File: config.mk
export PLATFORM = sky130hd
export DESIGN_NAME = hash_ctrl_frontend
export DESIGN_NICKNAME = d
export VERILOG_FILES = /design/src/rtl/hce_pkg.sv /design/src/rtl/hce_algo_dec.sv /design/src/rtl/hce_regs.sv /design/src/rtl/hce_seq.sv /design/src/rtl/hash_ctrl_frontend.sv
export SDC_FILE = /design/constraint.sdc
export NUM_CORES = 1
export LEC_CHECK = 0
export CAP_MARGIN = 5
export CORE_ASPECT_RATIO = 0.7
export CORE_MARGIN = 4
export CORE_UTILIZATION = 44
export DETAILED_ROUTE_END_ITERATION = 16
export PLACE_DENSITY = 0.77
export SLEW_MARGIN = 20
export SYNTH_ARGS = -nofsm -noshare
export SYNTH_HDL_FRONTEND = slang
export SYNTH_SLANG_ARGS = --single-unit
File: constraint.sdc
create_clock -name clk -period 2 [get_ports clk]
set_clock_uncertainty 0.2 [all_clocks]
set_input_delay 0.3 -clock clk [delete_from_list [all_inputs] [get_ports clk]]
set_output_delay 0.3 -clock clk [all_outputs]
set_load 0.02 [all_outputs]
File: src/rtl/hce_pkg.sv
`timescale 1ns/1ps
// Package: shared offsets, bit positions and the datapath algorithm code
// for the hash engine control front-end. Software depends on the offsets
// and bit positions, so they are fixed here rather than made parameters.
package hce_pkg;

    localparam int unsigned OFS_STATUS = 32'h1C;
    localparam int unsigned OFS_CMD    = 32'h30;

    // Operand registers: 0 source, 1 digest, 2 key, 3 length
    localparam int unsigned NUM_PTR = 4;
    localparam int unsigned PTR_OFS [NUM_PTR] = '{32'h20, 32'h24, 32'h28, 32'h2C};

    // Status bit positions
    localparam int unsigned ST_BUSY = 0;
    localparam int unsigned ST_DONE = 9;
    localparam int unsigned ST_OVF  = 23;

    // Command bit positions
    localparam int unsigned CMD_BE  = 3;
    localparam int unsigned CMD_ACC = 8;
    localparam int unsigned CMD_A0  = 4;
    localparam int unsigned CMD_A1  = 5;
    localparam int unsigned CMD_A2  = 6;
    localparam int unsigned CMD_A3  = 10;

    typedef enum logic [1:0] {
        ALG_SHA1   = 2'd0,
        ALG_SHA256 = 2'd1,
        ALG_SHA384 = 2'd2,
        ALG_SHA512 = 2'd3
    } hce_alg_e;

    typedef enum logic {
        SEQ_IDLE = 1'b0,
        SEQ_RUN  = 1'b1
    } hce_seq_e;

endpackage

File: src/rtl/hce_algo_dec.sv
`timescale 1ns/1ps
// Module: hce_algo_dec
// Turns the four algorithm-select bits of a command word, ordered
// {bit10, bit6, bit5, bit4}, into a compact datapath code. It also flags
// whether the pattern is one of the four supported ones.
// Assumes: purely combinational, and the caller picks the bits.
module hce_algo_dec (
    input  logic [3:0]           sel_bits,
    output logic                 sel_valid,
    output hce_pkg::hce_alg_e    sel_code
);
    import hce_pkg::*;

    // Match the select pattern against the supported algorithms
    always_comb begin
        sel_valid = 1'b1;
        sel_code  = ALG_SHA1;
        unique case (sel_bits)
            4'b0010: sel_code = ALG_SHA1;
            4'b0101: sel_code = ALG_SHA256;
            4'b1110: sel_code = ALG_SHA384;
            4'b0110: sel_code = ALG_SHA512;
            default: sel_valid = 1'b0;
        endcase
    end

endmodule

File: src/rtl/hce_regs.sv
`timescale 1ns/1ps
// Module: hce_regs
// Holds the operand registers and the command register, and provides the
// read mux for the whole register map.
// Assumes: single-cycle writes. Status is built outside and passed in.
// The command register only takes a write when cmd_wr_ok is high.
module hce_regs #(
    parameter int unsigned ADDR_W = 8,
    parameter int unsigned DATA_W = 32
) (
    input  logic              clk,
    input  logic              rst_n,
    input  logic              we,
    input  logic [ADDR_W-1:0] addr,
    input  logic [DATA_W-1:0] wdata,
    input  logic              cmd_wr_ok,
    input  logic [DATA_W-1:0] sts_word,
    output logic [DATA_W-1:0] rdata,
    output logic [DATA_W-1:0] ptr_q [hce_pkg::NUM_PTR],
    output logic [DATA_W-1:0] cmd_q
);
    import hce_pkg::*;

    localparam logic [ADDR_W-1:0] A_STATUS = ADDR_W'(OFS_STATUS);
    localparam logic [ADDR_W-1:0] A_CMD    = ADDR_W'(OFS_CMD);

    genvar g;
    generate
        for (g = 0; g < NUM_PTR; g++) begin : g_ptr
            localparam logic [ADDR_W-1:0] A_PTR = ADDR_W'(PTR_OFS[g]);
            // Operand register g: plain read/write, cleared by reset
            always_ff @(posedge clk) begin
                if (!rst_n)
                    ptr_q[g] <= '0;
                else if (we && addr == A_PTR)
                    ptr_q[g] <= wdata;
            end
        end
    endgenerate

    // Command register: takes a write only when the engine may start
    always_ff @(posedge clk) begin
        if (!rst_n)
            cmd_q <= '0;
        else if (we && addr == A_CMD && cmd_wr_ok)
            cmd_q <= wdata;
    end

    // Read mux: unmapped offsets read zero
    always_comb begin
        rdata = '0;
        if (addr == A_STATUS) rdata = sts_word;
        if (addr == A_CMD)    rdata = cmd_q;
        for (int i = 0; i < NUM_PTR; i++)
            if (addr == ADDR_W'(PTR_OFS[i])) rdata = ptr_q[i];
    end

endmodule

File: src/rtl/hce_seq.sv
`timescale 1ns/1ps
// Module: hce_seq
// The job sequencer. It holds busy and the two sticky status flags, and
// issues the datapath start pulse.
// Assumes: launch is a command write, and launch_ok says whether its
// algorithm is recognised. Launches seen while running are dropped.
// A completion sets a flag in the same edge as any clear; the set wins.
module hce_seq (
    input  logic clk,
    input  logic rst_n,
    input  logic launch,
    input  logic launch_ok,
    input  logic dp_done,
    input  logic dp_ovf,
    input  logic clr_done,
    input  logic clr_ovf,
    output logic busy,
    output logic done_flag,
    output logic ovf_flag,
    output logic start_pulse
);
    import hce_pkg::*;

    hce_seq_e state_q, state_d;
    logic     start_d, set_done, set_ovf;

    // Next-state, start and flag-set decisions
    always_comb begin
        state_d  = state_q;
        start_d  = 1'b0;
        set_done = 1'b0;
        set_ovf  = 1'b0;
        unique case (state_q)
            SEQ_IDLE: begin
                if (launch) begin
                    if (launch_ok) begin
                        state_d = SEQ_RUN;
                        start_d = 1'b1;
                    end else begin
                        set_done = 1'b1;
                    end
                end
            end
            SEQ_RUN: begin
                if (dp_done) begin
                    state_d  = SEQ_IDLE;
                    set_done = 1'b1;
                    set_ovf  = dp_ovf;
                end
            end
            default: state_d = SEQ_IDLE;
        endcase
    end

    // State, start pulse and sticky flag registers
    always_ff @(posedge clk) begin
        if (!rst_n) begin
            state_q     <= SEQ_IDLE;
            start_pulse <= 1'b0;
            done_flag   <= 1'b0;
            ovf_flag    <= 1'b0;
        end else begin
            state_q     <= state_d;
            start_pulse <= start_d;
            done_flag   <= set_done | (done_flag & ~clr_done);
            ovf_flag    <= set_ovf  | (ovf_flag  & ~clr_ovf);
        end
    end

    assign busy = (state_q == SEQ_RUN);

endmodule

File: src/rtl/hash_ctrl_frontend.sv
`timescale 1ns/1ps
// Module: hash_ctrl_frontend
// The top level: register map, job sequencer and algorithm decode for a
// hash accelerator, with a start/done handshake toward the compute datapath.
// Assumes: DATA_W >= 24 so that every status bit fits. The datapath holds
// dp_ovf valid in the cycle it raises dp_done.
module hash_ctrl_frontend #(
    parameter int unsigned ADDR_W = 8,
    parameter int unsigned DATA_W = 32
) (
    input  logic              clk,
    input  logic              rst_n,
    input  logic              bus_we,
    input  logic [ADDR_W-1:0] bus_addr,
    input  logic [DATA_W-1:0] bus_wdata,
    output logic [DATA_W-1:0] bus_rdata,
    output logic              irq_done,
    output logic              dp_start,
    output logic [1:0]        dp_algo,
    output logic              dp_accum,
    output logic              dp_be,
    output logic [DATA_W-1:0] dp_src,
    output logic [DATA_W-1:0] dp_dst,
    output logic [DATA_W-1:0] dp_key,
    output logic [DATA_W-1:0] dp_len,
    input  logic              dp_done,
    input  logic              dp_ovf
);
    import hce_pkg::*;

    localparam logic [ADDR_W-1:0] A_STATUS = ADDR_W'(OFS_STATUS);
    localparam logic [ADDR_W-1:0] A_CMD    = ADDR_W'(OFS_CMD);

    logic              seq_busy, seq_done, seq_ovf;
    logic              cmd_hit, sts_hit, wr_ok;
    logic [DATA_W-1:0] sts_word, cmd_q;
    logic [DATA_W-1:0] ptr_q [NUM_PTR];
    hce_alg_e          wr_code, cur_code;
    logic              cur_valid;

    assign cmd_hit = bus_we && (bus_addr == A_CMD);
    assign sts_hit = bus_we && (bus_addr == A_STATUS);

    // Status word assembly
    always_comb begin
        sts_word          = '0;
        sts_word[ST_BUSY] = seq_busy;
        sts_word[ST_DONE] = seq_done;
        sts_word[ST_OVF]  = seq_ovf;
    end

    hce_regs #(.ADDR_W(ADDR_W), .DATA_W(DATA_W)) u_regs (
        .clk       (clk),
        .rst_n     (rst_n),
        .we        (bus_we),
        .addr      (bus_addr),
        .wdata     (bus_wdata),
        .cmd_wr_ok (!seq_busy),
        .sts_word  (sts_word),
        .rdata     (bus_rdata),
        .ptr_q     (ptr_q),
        .cmd_q     (cmd_q)
    );

    // Decode of the command being written (decides launch vs. instant done)
    hce_algo_dec u_dec_wr (
        .sel_bits  ({bus_wdata[CMD_A3], bus_wdata[CMD_A2], bus_wdata[CMD_A1], bus_wdata[CMD_A0]}),
        .sel_valid (wr_ok),
        .sel_code  (wr_code)
    );

    // Decode of the stored command (drives the datapath algorithm code)
    hce_algo_dec u_dec_cur (
        .sel_bits  ({cmd_q[CMD_A3], cmd_q[CMD_A2], cmd_q[CMD_A1], cmd_q[CMD_A0]}),
        .sel_valid (cur_valid),
        .sel_code  (cur_code)
    );

    hce_seq u_seq (
        .clk         (clk),
        .rst_n       (rst_n),
        .launch      (cmd_hit),
        .launch_ok   (wr_ok),
        .dp_done     (dp_done),
        .dp_ovf      (dp_ovf),
        .clr_done    (sts_hit && bus_wdata[ST_DONE]),
        .clr_ovf     (sts_hit && bus_wdata[ST_OVF]),
        .busy        (seq_busy),
        .done_flag   (seq_done),
        .ovf_flag    (seq_ovf),
        .start_pulse (dp_start)
    );

    // Datapath-facing fields
    assign dp_algo  = cur_valid ? cur_code : ALG_SHA1;
    assign dp_accum = cmd_q[CMD_ACC];
    assign dp_be    = cmd_q[CMD_BE];
    assign dp_src   = ptr_q[0];
    assign dp_dst   = ptr_q[1];
    assign dp_key   = ptr_q[2];
    assign dp_len   = ptr_q[3];
    assign irq_done = seq_done;

    logic unused_code;
    assign unused_code = ^wr_code;

endmodule

======== Word-level counts from Yosys, hierarchy flattened ========
Cells that the tools add are included.
storage, ports and cells
  flip-flop bits (word level) ............. 164
  bits of input ports ..................... 45
operators by class
  equality and inequality tests ........... 14
  multiplexer cells ....................... 20
  bitwise logic cells ..................... 8
  reduce and logical (&&, ||, !) cells .... 13
operator list
  kind                count
  $mux 32             5
  $eq 8x6->1 const B  5
  $mux 24             1
  $eq 4x3->1 const B  4
  $mux 1              10
  $logic_and 1x1->1   9
  $eq 4x2->1 const B  2
  $eq 4x4->1 const B  2
  $eq 8x5->1 const B  1
  $reduce_or 4->1     2
  $pmux 2 s3          1
  $not 1->1           4
  $pmux 1 s2          2
  $and 1x1->1         2
  $mux 2              1
  $or 1x1->1          2
  $reduce_or 2->1     1
  $logic_not 1->1     1

======== Depth between registers and ports, before layout ========
Gate-level depths: netlist (run 1).
  depth after elaboration ................. 7
  mapped depth ............................ 8
  mapped depth without buffers ............ 4

======== Hierarchy ========
A second synthesis (run 1) with hierarchy kept.
second synthesis, totals
  cells, all modules ...................... 835
  area, all modules ....................... 7377.1 um^2
by module, submodules not included
  module              instances  cells each  area each (um^2)
  hce_regs            1          793         7024.2
  hce_seq             1          15          147.6
  hce_algo_dec        2          8           61.3
  hash_ctrl_frontend  1          11          82.6

======== Least setup slack after synthesis (run 1) ========
OpenSTA, ideal clock, no wires.
  path type ............................... input to output
  from .................................... in bus_addr[5]
  to ...................................... out bus_rdata[18]
  arrival ................................. 2001 ps
  required time ........................... 1500 ps
  setup slack ............................. -501 ps
  cell stages on the path ................. 7
  path buffers ............................ 3
  path through ............................ buf_2 -> or4b_1 -> buf_4 -> nor2_1 -> buf_2 -> a22oi_1 -> o21ai_0
between the ends
  cells in the longest elaborated chain, start to end .. 6
  elaborated cells on any way between the ends .. 10
RTL lines
  element                RTL line                  RTL
  start, declared        hash_ctrl_frontend.sv:14  input logic [ADDR_W-1:0] bus_addr,
  $eq 8x6->1             hce_regs.sv:53            if (addr == A_CMD) rdata = cmd_q;
  $mux 32                hce_regs.sv:53
  $mux 32 (3 in series)  hce_regs.sv:55            if (addr == ADDR_W'(PTR_OFS[i])) rdata = ptr_q[i];
  $mux 32 (*)            hce_regs.sv:55
  end, declared          hash_ctrl_frontend.sv:16  output logic [DATA_W-1:0] bus_rdata,
Mark *: on every way between the ends. The rest lies on a longest branch, timed or not.

======== Worst setup path after layout (run 1) ========
  from .................................... in bus_addr[4]
  to ...................................... out bus_rdata[21]
The elaborated chain is that of the path after synthesis.

==> results of run 1 <==
-- critical path: stages --
cell and delay (ns):
buf_6 0.09, or4b_4 0.57, nor2_4 0.17, buf_6 0.13, buf_8 0.14, buf_8 0.15
a22oi_2 0.07, o21ai_2 0.17, buf_6 0.14
-- flip-flops by register name, indices dropped and copies added (netlist names) --
name               count
u_regs.ptr_q         128
u_seq.ovf_flag         1
u_seq.busy             1
u_seq.done_flag        1
u_regs.cmd_q          32
u_seq.start_pulse      1
-- metrics by stage --
step	cells	utilization, %	setup slack (ns)	hold WS, ns	setup TNS, ns
finish	1533	73.79	-0.4576	0.08902	-11.80
global route	1533	73.79	-0.4944	0.08989	-15.64
CTS	1522	71.81	-0.4330	0.07340	-10.37
detailed placement	1456	65.08	-1.201	0.2462	-135.37
global placement	1456	65.08	-1.145	0.2382	-129.90
floorplan	975	-	-0.1467	0.2310	-5.162
-- how the worst min path moves through the flow --
| stage | from | to | slack [ns] | cells past startpoint |
|---|---|---|---|---|
| 3_3_place_gp | u_regs.cmd_q[20] | u_regs.cmd_q[20] | 0.24 | 2 |
| 5_1_grt | rst_n | u_regs.ptr_q[84] | 0.09 | 2 |
| 2_1_floorplan | u_regs.cmd_q[20] | u_regs.cmd_q[20] | 0.23 | 2 |
| 3_5_place_dp | u_regs.cmd_q[20] | u_regs.cmd_q[20] | 0.25 | 2 |
| 6_report | rst_n | u_regs.ptr_q[84] | 0.09 | 2 |
| 4_1_cts | rst_n | u_regs.ptr_q[84] | 0.07 | 2 |
-- metal layers --
metal  up-vias  GRT usage (%)
met5         -              0
met4         0          9.478
met3        66          6.717
met2       558          45.67
met1      4278          43.36
li1       3957              -
-- logic make-up after synthesis --
family	synth area share (%)
buffers and inverters	4.540
flip-flops	41.94
multiplexers	7.145
AO/OA/AOI/OAI	23.79
AND/OR/NAND/NOR	22.47
XOR/XNOR	0.1119
-- cells in the final DEF, fill, tap and decap left out, types with 5 or more instances in the layout --
master and count:
nand2_1 349, dfxtp_1 162, clkdlybuf4s50_1 117, buf_4 104, a21boi_1 86, a21boi_0 71
buf_6 59, mux2_2 43, dlymetal6s2s_1 30, a22oi_2 26, buf_12 25, clkbuf_16 21
dlygate4sd2_1 21, o22ai_1 20, nor2_1 13, o21ai_2 13, o21ai_1 12, nand3_1 9
a21oi_1 9, o2bb2ai_1 7, nand2b_1 6, buf_8 5
-- area by class of cell --
| type | count | area, µm² | share of cell area (%) |
|---|---|---|---|
| Tap cell | 231 | 289.0 | 2.262 |
| Clock inverter | 10 | 122.6 | 0.9596 |
| Timing Repair Buffer | 373 | 3981 | 31.16 |
| Inverter | 2 | 7.507 | 0.05875 |
| Clock buffer | 22 | 474.2 | 3.711 |
| Sequential cell | 164 | 3286 | 25.71 |
| Multi-Input combinational cell | 731 | 4618 | 36.14 |
-- power by group through the flow --
stage               registers, µW  clock network [µW]  logic (µW)
global route                 3270                3480         627
finish                       3270                3330         603
global placement             3350                   0         532
CTS                          3270                3350         575
detailed placement           3350                   0         537
floorplan                    3350                   0         228
-- timing repair --
action	in CTS	in global routing
buffers inserted	28	13
setup endpoints to repair	166	144
gates cloned	6	5
pin swaps	22	45
gates resized for setup	282	123
endpoints found under the hold margin	0	0
==> results.toml, run 1 <==
[worst_hold_path]
min_path_type = "input port to flop"

[cells_and_area]
antennaDiodeCount = 0
nNetsFinal = 1334
drive_gt1_share_pct = 28.03
fillers = 1181
final_cell_area_um2 = 12780
area_delta_synth_final_pct = 63.25

[die]
fp.dieH_um = 119.6
die-area_um2 = 20020
rows = 40
die_w_um = 167.4
start_util_pct = 45.20
io_pins = 211
core_area_um2 = 17320

[route]
vias_per_cell = 5.779
maxUsedRoutingLayer = "met4"
drc = 0
vias = 8859
wl_met1_mm = 13.66
wl_met2_mm = 14.23
drt_iter0_markers = 953
drt_first_pass_iters = 6
wl_per_cell_um = 21.19
wirelength_mm = 32.49
antenna_left = 0
wl_met3_mm = 3.893

[pwr]
p_seq_share_pct = 45.4
switchingPower_uw = 1707
design_power_total_uw = 7208
p_leak_uw = 0.005334
swShare_pct = 23.68
p_clk_share_pct = 46.2
comb_power_share_pct = 8.4
p_int_uw = 5501
vdd_drop_max_mv = 0.3945
pwr_density_cell_nw_per_um2 = 564.1

[clock_tree]
postCtsHoldBufs = 0
cts.htree.levels = 4
cts_max_path_buffers = 2
clock-sinks = 164
cts_tree = "built"
clk_pin_slew_ns = 0.07
numCtsBuffers = 17
cts-root-buf = "clkbuf_16"
clk_latency_ns = 0.43

[sta]
tightest_slew_ns = 0.4062
final.period_utilization_pct = 122.9
worst_slack_ns = -0.4576
maxClockFrequency_mhz = 406.9
slew_violations = 0
setup_viol = 50
grt_setup_unrepaired = "true"
fin_crit_ns = 2.458
hold_viol_final = 0
relSlewSlack_pct = 72.86

[synth]
synth_cell_types = 48
synth_area_um2 = 7828
yosysTopAreaCell = "dfxtp_1"
ys_seq_elements = 164
ys_seq_area_share_pct = 41.94
synth_top_area_share_pct = 41.94
syn_avg_cell_area_um2 = 8.028
synth_ff_type = "dfxtp_1"
synthTopCellsByCount = "nand2_1 (353), dfxtp_1 (164), a21boi_0 (106)"
syn_nets = 1020
synth_area_leaders = "dfxtp_1 (42%), nand2_1 (17%), a21boi_0 (10%)"
yosys.cell_count.top_type = "nand2_1"
syn_inst = 975
async_reset_ff_share_pct = 0
yosys_warnings = 0
synth-edff-count = 0

[worst_setup_path]
worstPathRequired_ns = 1.50
crit_fanout = 6
crit_type = "input port to primary output"
end_kind = "primary output"
critPathArrivalTime_ns = 1.96
regToRegSetupSlack_ns = 0.30
r2r-start = "u_seq.busy"
critical_path.startpoint = "bus_addr[4]"
reg2reg_depth = 6
start_kind = "input port"
r2r_end = "u_seq.done_flag"
endpoint = "bus_rdata[21]"

[job]
cap_viol_max_count = 0

[outcome]
violations = "negative setup slack"
outcome = "finished with violations"

[global_route]
gr-total-overflow = 0
antenna_found_initial = 0
grt_max_degree = 60
grtUsageTotal_pct = 30.33
grt_pass1_wl_mm = 47.95
grt_pass1_vias = 8440

[placed_design]
dpl_cell_area_um2 = 11270
gp_congestion = 0.9184
dp_hpwl_mm = 20.33
numPortBuffers = 210
No activity file was read; power rests on OpenSTA's default activity.
==> run 2, diff against run 1 <==
--- a/config.mk
+++ b/config.mk
@@ -5,6 +5,7 @@
 export SDC_FILE = /design/constraint.sdc
 export NUM_CORES = 1
 export LEC_CHECK = 0
+export ABC_CLOCK_PERIOD_IN_PS = 2000
 export CAP_MARGIN = 5
 export CORE_ASPECT_RATIO = 0.7
 export CORE_MARGIN = 4
==> results of run 2 <==
Same layout as run 1: the final DEF is identical, and so are final timing and power.
==> run 3, diff against run 2 <==
--- a/config.mk
+++ b/config.mk
@@ -7,7 +7,7 @@
 export LEC_CHECK = 0
 export ABC_CLOCK_PERIOD_IN_PS = 2000
 export CAP_MARGIN = 5
-export CORE_ASPECT_RATIO = 0.7
+export CORE_ASPECT_RATIO = 0.5
 export CORE_MARGIN = 4
 export CORE_UTILIZATION = 44
 export DETAILED_ROUTE_END_ITERATION = 16
==> run 3 against run 2 <==
Compared with the run above:
- hold slack improved by 0.061 ns
- critical path depth unchanged
- cell area decreased by 2.8%
- fmax increased by 3.1%
- register-to-register slack improved by 0.06 ns
- sequential power about the same
- combinational power decreased by 0.8%
- first-iteration DRC count decreased by 30%
- the run still ends with negative setup slack left
==> results.toml, run 3 (same netlist as run 1, synthesis figures left out) <==
[pwr]
vdd_drop_max_mv = 0.6113
design_power_total_uw = 7470
pwr_density_cell_nw_per_um2 = 601.3
p_leak_uw = 0.004828

[route]
wirelength_mm = 30.68
antenna_left = 0
vias = 8403
wl_per_cell_um = 20.46
vias_per_cell = 5.606
drc = 0
drt_first_pass_iters = 4
drt_iter0_markers = 668

[cells_and_area]
regMostFlops = "u_regs.ptr_q"
largest_reg_flops = 128
post-route-util_pct = 71.40
ff_latch_area_um2 = 3286
fillers = 1295
drive_gt1_share_pct = 25.85
final_common_cell = "nand2_1"
antennaDiodeCount = 0
mostFrequentLayoutCells = "nand2_1 (352), dfxtp_1 (162), clkdlybuf4s50_1 (145)"
multi_input_area_um2 = 4609
nNetsFinal = 1298
largestRegisters = "u_regs.ptr_q x128, u_regs.cmd_q x32"
area_delta_synth_final_pct = 58.71

[clock_tree]
clk_latency_ns = 0.41
cts_tree = "built"
cts.htree.levels = 4
numCtsBuffers = 17
clk_pin_slew_ns = 0.08
postCtsHoldBufs = 0
clock-sinks = 164
cts-root-buf = "clkbuf_16"
cts_max_path_buffers = 2

[global_route]
grt_max_degree = 61
grtUsageTotal_pct = 29.40
antenna_found_initial = 0
grt_pass1_vias = 8400
gr-total-overflow = 0
grt_pass1_wl_mm = 46.80

[sta]
slew_violations = 0
fin_crit_ns = 2.383
hold_viol_final = 0
hold_slack_ns = 0.1504
setup_viol = 32
final.period_utilization_pct = 119.2
relSlewSlack_pct = 72.41
grt_setup_unrepaired = "true"
maxClockFrequency_mhz = 419.6
tightest_slew_ns = 0.4138
worst_slack_ns = -0.3833

[worst_hold_path]
min_path_type = "input port to flop"
min_from = "rst_n"
holdPathStages = 2

[worst_setup_path]
crit_type = "input port to primary output"
crit_fanout = 5
r2r-start = "u_seq.busy"
critical_path.startpoint = "bus_addr[4]"
endpoint = "bus_rdata[21]"
r2r_end = "u_regs.cmd_q[19]"
end_kind = "primary output"
critPathArrivalTime_ns = 1.88
reg2reg_depth = 5
start_kind = "input port"
regToRegSetupSlack_ns = 0.36
worstPathRequired_ns = 1.50

[die]
fp.dieH_um = 102.3
io_pins = 211
start_util_pct = 44.99
die_w_um = 196.6
core_area_um2 = 17400
die-area_um2 = 20120
rows = 34

[placed_design]
dp_hpwl_mm = 20.01
dp_slack_ns = -1.177
gp_congestion = 0.8587
numPortBuffers = 210

[outcome]
violations = "negative setup slack"
outcome = "finished with violations"

[job]
cap_viol_max_count = 0
run 3: cell types whose count changed in the layout (fill, tap and decap cells not counted), sizes merged:
cell and delta:
buf -33, inv +7, bufbuf +1, dlymetal6s2s -12
clkdlybuf4s50 +28, clkinv -3, clkdlybuf4s15 +1, bufinv +2
clkinvlp -2, dlygate4sd2 -16, clkbuf -10
run 3: cell type report:
cell class              count  area share, %
inverters                   2        0.06043
multi-input cells         731          37.10
flip-flops and latches    164          26.45
well taps                 234          2.357
clock buffers              17          3.424
repair buffers            337          28.92
clock inverters            14          1.692
run 3: worst min-delay path by stage:
stage / slack (ns) / to
after floorplan: 0.23 / u_regs.cmd_q[20]
after global placement: 0.24 / u_regs.cmd_q[20]
after detailed placement: 0.25 / u_regs.cmd_q[23]
after CTS: 0.13 / u_regs.ptr_q[92]
after global routing: 0.14 / u_regs.ptr_q[85]
final: 0.15 / u_regs.ptr_q[85]
run 3: timing repair:
action,4_1_cts,5_1_grt
buffers inserted,13,4
endpoints found under the hold margin,0,0
endpoints found under the setup margin,176,87
cloned,6,0
resized for setup,256,66
pin swaps,25,15
run 3: metrics by stage:
| stage | instance area, µm² | setup TNS (ns) | cells |
|---|---|---|---|
| 2_1_floorplan | 8123 | -5.162 | 975 |
| 3_3_place_gp | 11210 | -112.60 | 1448 |
| 3_5_place_dp | 11210 | -117.58 | 1448 |
| 4_1_cts | 12240 | -8.215 | 1498 |
| 5_1_grt | 12420 | -10.32 | 1499 |
| 6_report | 12420 | -8.886 | 1499 |
run 3: critical path, cell delays in order:
cell and delay, ns:
buf_6 0.09, or4b_4 0.56, nor2_4 0.16, buf_12 0.16, buf_8 0.13, buf_16 0.12, a22oi_2 0.06, o21ai_2 0.16
buf_6 0.14
run 3: layer usage:
metal	vias to the layer above	part of all wire, %	GRT usage, %
met1	4089	41	38.65
met5	-	0	0
li1	3886	-	-
met2	370	48	49.09
met4	0	2.4	11.18
met3	58	7.8	5.303
run 3: power breakdown:
part	leakage, µW	total (µW)	internal, µW	switching, µW
sequential	0.00132	3270	3270	3.26
combinational	0.00320	598	286	312
clock	0.000311	3600	2130	1470
